<file path="src/rtl/scl_pkg.sv">
package scl_pkg;
  localparam int CNT_W   = 8;
  localparam int TO_W    = 16;
  localparam int UNIT_LG = 5;

  typedef enum logic [1:0] {
    PH_IDLE = 2'd0,
    PH_LOW  = 2'd1,
    PH_HIGH = 2'd2
  } phase_t;
endpackage

</file>
<file path="src/rtl/scl_phase_gen.sv">
module scl_phase_gen
  import scl_pkg::*;
#(
  parameter int W = CNT_W
) (
  input  logic         clk,
  input  logic         rst_n,
  input  logic         run,
  input  logic [W-1:0] hi_cnt,
  input  logic [W-1:0] lo_cnt,
  output logic         low_phase
);
  phase_t       state;
  logic [W-1:0] remain;

  always_ff @(posedge clk or negedge rst_n) begin
    if (!rst_n) begin
      state  <= PH_IDLE;
      remain <= '0;
    end else if (!run) begin
      state  <= PH_IDLE;
      remain <= '0;
    end else begin
      case (state)
        PH_IDLE: begin
          state  <= PH_LOW;
          remain <= lo_cnt;
        end
        PH_LOW: begin
          if (remain == '0) begin
            state  <= PH_HIGH;
            remain <= hi_cnt;
          end else begin
            remain <= remain - 1'b1;
          end
        end
        PH_HIGH: begin
          if (remain == '0) begin
            state  <= PH_LOW;
            remain <= lo_cnt;
          end else begin
            remain <= remain - 1'b1;
          end
        end
        default: state <= PH_IDLE;
      endcase
    end
  end

  assign low_phase = (state == PH_LOW);

  // a stopped generator is idle on the next edge
  a_r4_idle_when_stopped: assert property (@(posedge clk) disable iff (!rst_n)
    !run |=> (state == PH_IDLE));
  // the phase that follows idle is always a low phase
  a_r2_start_low: assert property (@(posedge clk) disable iff (!rst_n)
    (run && state == PH_IDLE) |=> (state == PH_LOW || !$past(run)));
endmodule

</file>
<file path="src/rtl/scl_hang_watch.sv">
module scl_hang_watch
  import scl_pkg::*;
#(
  parameter int TW = TO_W,
  parameter int PW = UNIT_LG
) (
  input  logic          clk,
  input  logic          rst_n,
  input  logic          scl_in,
  input  logic [TW-1:0] to_limit,
  input  logic          clr,
  output logic          to_flag,
  output logic          to_irq
);
  logic [PW-1:0] pre;
  logic [TW-1:0] units;
  logic          hit;

  assign hit = !scl_in && (to_limit != '0) && (pre == '1) &&
               (units == to_limit - 1'b1);

  always_ff @(posedge clk or negedge rst_n) begin
    if (!rst_n) begin
      pre     <= '0;
      units   <= '0;
      to_flag <= 1'b0;
      to_irq  <= 1'b0;
    end else begin
      to_irq <= 1'b0;
      if (clr) begin
        to_flag <= 1'b0;
        pre     <= '0;
        units   <= '0;
      end else if (to_flag || scl_in || to_limit == '0) begin
        pre   <= '0;
        units <= '0;
      end else if (hit) begin
        to_flag <= 1'b1;
        to_irq  <= 1'b1;
        pre     <= '0;
        units   <= '0;
      end else begin
        pre <= pre + 1'b1;
        if (pre == '1) units <= units + 1'b1;
      end
    end
  end

  a_r7_irq_single: assert property (@(posedge clk) disable iff (!rst_n)
    to_irq |=> !to_irq);
  a_r7_irq_with_flag: assert property (@(posedge clk) disable iff (!rst_n)
    to_irq |-> to_flag);
  a_r8_clear: assert property (@(posedge clk) disable iff (!rst_n)
    clr |=> !to_flag);
  a_r5_disabled: assert property (@(posedge clk) disable iff (!rst_n)
    (to_limit == '0 && !to_flag) |=> !to_flag);
  a_r6_high_restarts: assert property (@(posedge clk) disable iff (!rst_n)
    (scl_in && !to_flag) |=> !to_flag);
endmodule

</file>
<file path="src/rtl/scl_timing_top.sv">
module scl_timing_top
  import scl_pkg::*;
(
  input  logic             clk,
  input  logic             rst_n,
  input  logic             en,
  input  logic             scl_in,
  input  logic [CNT_W-1:0] hi_cnt,
  input  logic [CNT_W-1:0] lo_cnt,
  input  logic [TO_W-1:0]  to_limit,
  input  logic             ctrl_wr,
  input  logic             txd_wr,
  output logic             scl_drive,
  output logic             bus_release,
  output logic             to_flag,
  output logic             to_irq
);
  logic run;
  logic low_phase;

  assign run = en && !to_flag;

  scl_phase_gen #(.W(CNT_W)) u_gen (
    .clk(clk), .rst_n(rst_n), .run(run),
    .hi_cnt(hi_cnt), .lo_cnt(lo_cnt), .low_phase(low_phase)
  );

  scl_hang_watch #(.TW(TO_W), .PW(UNIT_LG)) u_watch (
    .clk(clk), .rst_n(rst_n), .scl_in(scl_in), .to_limit(to_limit),
    .clr(ctrl_wr || txd_wr), .to_flag(to_flag), .to_irq(to_irq)
  );

  assign scl_drive   = low_phase && run;
  assign bus_release = to_flag;

  a_r9_release_floats: assert property (@(posedge clk) disable iff (!rst_n)
    to_flag |-> (bus_release && !scl_drive));
  a_r4_no_drive_disabled: assert property (@(posedge clk) disable iff (!rst_n)
    !en |-> !scl_drive);
endmodule

</file>
<file path="config.mk">
export PLATFORM = sky130hd
export DESIGN_NAME = scl_timing_top
export DESIGN_NICKNAME = d
export VERILOG_FILES = /design/src/rtl/scl_pkg.sv /design/src/rtl/scl_phase_gen.sv /design/src/rtl/scl_hang_watch.sv /design/src/rtl/scl_timing_top.sv
export SDC_FILE = /design/constraint.sdc
export NUM_CORES = 1
export LEC_CHECK = 0
export BUFFER_PORTS_ARGS = -buffer_cell sky130_fd_sc_hd__buf_2
export CAP_MARGIN = 10
export CORE_MARGIN = 2
export CORE_UTILIZATION = 25
export CTS_CLUSTER_SIZE = 28
export DETAILED_ROUTE_END_ITERATION = 8
export PLACE_DENSITY_LB_ADDON = 0.12
export SYNTH_ARGS = -nofsm -noshare
export SYNTH_HDL_FRONTEND = slang
export SYNTH_SLANG_ARGS = --single-unit
</file>
<file path="constraint.sdc">
create_clock -name clk -period 3.05 [get_ports clk]
set_input_delay 0.4575 -clock clk [delete_from_list [all_inputs] [get_ports clk]]
set_output_delay 0.4575 -clock clk [all_outputs]
set_load 0.1 [all_outputs]
</file>
==> results by group <==
Power and ir drop
  – Reg power frac: 35.7%
  – PD cells: between 500 and 600 nW/um^2
  – Switch Pwr: between 0.0005 and 0.0006 W
  – Leak pwr: 1.28 nW
  – Int Pwr: 0.000916 W
  – Switching share of total power: 39.6%
  – Comb power frac: 44.2%
  – Worst IR Drop VDD: 0.365 mV
  – Clock power frac: 20.1%

Global routing
  – Grt ovf: 0
  – Vias in the first global route: 2336
  – Antenna violations before repair: 0
  – Largest net degree at the start of global routing: 34
  – Total GRT Usage: 12.8%
  – First-pass GRT wire length: around 11000 microns

Worst setup path
  – Max stage delay cell, worst path: or3b_2
  – Cell Chain, Critical Path: buf_2 > inv_1 > ha_1 > or3b_2 > or4_1 > o31ai_1 > a32oi_1 > nor4_4 > buf_12 > o31ai_1
  – Element type at the critical path start: input pin
  – Crit path required time: 3.21 ns
  – CP Capture Type: register
  – Slowest stage delay, CP: 0.49 ns
  – Critical Path Fanout Max: 23
  – CP Class: in -> reg
  – Critical Path Most Common Cell: o31ai_1
  – Worst EP arrival: 2.73 ns
  – Buf+Inv Stages, Crit Path: 3
  – Top Family by Delay on Critical Path: simple AND/OR/NAND/NOR gates

Layout
  – Most common cell after layout, fill and taps aside: buf_2
  – P&R area growth vs syn: 18.5%
  – Final net count: roughly 390
  – Most frequent cells in the layout: buf_2, dfrtp_1, nor3_1, nor2_1, nand2_1
  – Final Non-Filler Cells: 468
  – Antenna diode instance count: 0
  – Ratio of cells with drive above 1 in the final layout: 19.1%
  – Fillcell total: around 1100

CTS
  – Worst-path clk slew: 0.07 ns
  – Postcts setup bufs: 0
  – CTS resizes: 0
  – TritonCTS clock tree: yes
  – CTS Buffer Depth: 2
  – H-Tree Depth: 2
  – Root Buffer: clkbuf_8
  – Clk_lat worst skew: 0.28 ns
  – CTS buffer count: 5
  – CTS Sinks: 33
  – # hold bufs at CTS: 0

Floorplanning
  – DIE AREA: 10900 sq um
  – Rows: 36
  – Initial core utilization: 25.8%
  – Die Wd: approximately 100 microns
  – DIE HEIGHT: 104 microns
  – # IOs: 42
  – Core Region: 9770 sq um

Place
  – Port bufs: 41
  – Post-DP HPWL: between 5000 and 6000 microns
  – Placed Cells: around 460
  – GP Congestion: ~0.77

Logic synthesis
  – Synth Flop Type: dfrtp_1
  – Syn avg cell area: around 8.6 sq um
  – Yosys cell types: 52
  – Syn_nets: ~340
  – Gate Count Post-Synth: 292
  – Ys async rst share: between 90% and 100%
  – Post-synth EDFFs: 0
  – Synth warn: 0
  – Post-Syn Area: 2520 sq um
  – Flops & latches, synth: 33
  – Register area share after synthesis: 32.7%

Timing
  – Least-Margin Pin Slew: 0.856 ns
  – Clk_skew: about 0.011 ns
  – Fmax: a little under 0.4 GHz
  – Total negative setup slack: 0 ns
  – Slew Limit Fails: 0
  – RSZ-0062 raised after global routing: false
  – Worst rel slew slack: 42.8%
  – Final worst-path cycle share: roughly 84%
  – Final setup viols: 0
  – Endpoints failing hold: 0
  – Minimum clock period: 2.56 ns

Outcome
  – Status: finished clean

Detailed routing
  – Final ANT Viol Nets: 0
  – First-pass iteration count of the detailed router: 4
  – Drt via density: about 5
  – DRC viols: 0
  – Final wirelength: 6660 microns
  – Post-DR wirelength/cell: about 14 microns
  – 1st-iter DRT viols: 79
  – Routed vias: 2304

Job
  – Number of max-cap violations: 0

Worst hold path
  – Worst hold path class: in -> async
stage by stage:
step | total power [W] | instance area [sq um] | util, % | hold slack (ns) | worst slack, ns
after floorplan | 0.00102 | 2520 | - | 0.162 | 0.342
after CTS | 0.00154 | 2990 | 30.6 | 0.281 | 0.490
after detailed placement | 0.00122 | 2920 | 29.8 | 0.474 | 0.204
after global placement | 0.00122 | 2920 | 29.8 | 0.469 | 0.210
after global routing | 0.00165 | 2990 | 30.6 | 0.325 | 0.391
final | 0.00152 | 2990 | 30.6 | 0.248 | 0.488
power by group through the flow:
stage               sequential (W)  combinational, W  clock [W]
floorplan                 0.000533          0.000492          0
global placement          0.000549          0.000670          0
detailed placement        0.000548          0.000673          0
CTS                       0.000540          0.000675   0.000321
global route              0.000550          0.000757   0.000342
finish                    0.000541          0.000669   0.000305
area by class of cell:
type                       instances  area [sq um]  share of cell area [%]
sequential                        33           826                    27.6
tap                              133           166                    5.56
multi-input combinational        233          1580                    52.9
clock inverter                     1          5.00                   0.167
timing repair buffer              52           300                    10.0
clock buffer                       5          68.8                    2.30
inverter                          11          41.3                    1.38
state kept, by name, indices dropped and copies added, names as in the netlist:
name,count
u_watch.pre,5
u_watch.units,16
u_watch.to_irq,1
u_watch.to_flag,1
u_gen.remain,8
u_gen.state,2
layer usage:
metal  part of all wire [%]  GRT usage, %  wire length [microns]  vias to the layer above
met4                    1.1          3.57                     70                        0
met1                     52          17.8                   3440                     1104
met5                      0             0                      0                        -
met3                    3.3          2.07                    218                        5
met2                     44          20.4                   2930                       44
li1                       -             -                      -                     1151
synthesized netlist by cell type (3+ instances only):
library cell	count	area share [%]
a21oi_1	8	1.6
a22o_1	8	2.8
a22oi_1	7	2.1
a31oi_1	3	0.74
and3_1	8	2.0
clkbuf_1	9	1.3
dfrtp_1	33	33
ha_1	11	5.5
inv_1	11	1.6
nand2_1	19	2.8
nand2b_1	5	1.2
nand3_1	12	2.4
nand4_1	3	0.74
nor2_1	23	3.4
nor3_1	25	5.0
nor3b_1	4	1.2
nor4_1	10	2.5
o21a_1	3	0.89
o21ai_0	11	2.2
o31ai_1	3	0.89
or3_1	3	0.74
or4_1	4	1.2
xnor2_1	18	6.2
xor2_1	18	6.2
worst paths after layout:
kind	start	to	slack, ns	cells after the start
worst max-delay path	to_limit[0]	u_watch.units[1]	0.49	10
worst min-delay path	rst_n	u_watch.units[6]	0.25	1
worst max register to register	u_gen.remain[2]	u_gen.remain[5]	0.70	7
worst min register to register	u_watch.pre[0]	u_watch.pre[0]	0.48	1
max in group asynchronous	rst_n	u_watch.to_irq	2.29	1
min in group clk	ctrl_wr	u_watch.to_flag	0.43	3
cells by family (layout without fill, tap and decap cells):
kind of cell / Yosys count / after routing / share of synthesized area [%]
flops: 33 / 33 / 32.7
compound gates: 57 / 57 / 17.0
fa+ha+maj: 11 / 11 / 5.45
simple gates: 129 / 129 / 27.8
buf+inv: 26 / 69 / 4.56
xor+xnor: 36 / 36 / 12.5
Power figures use the tool's default switching activity.
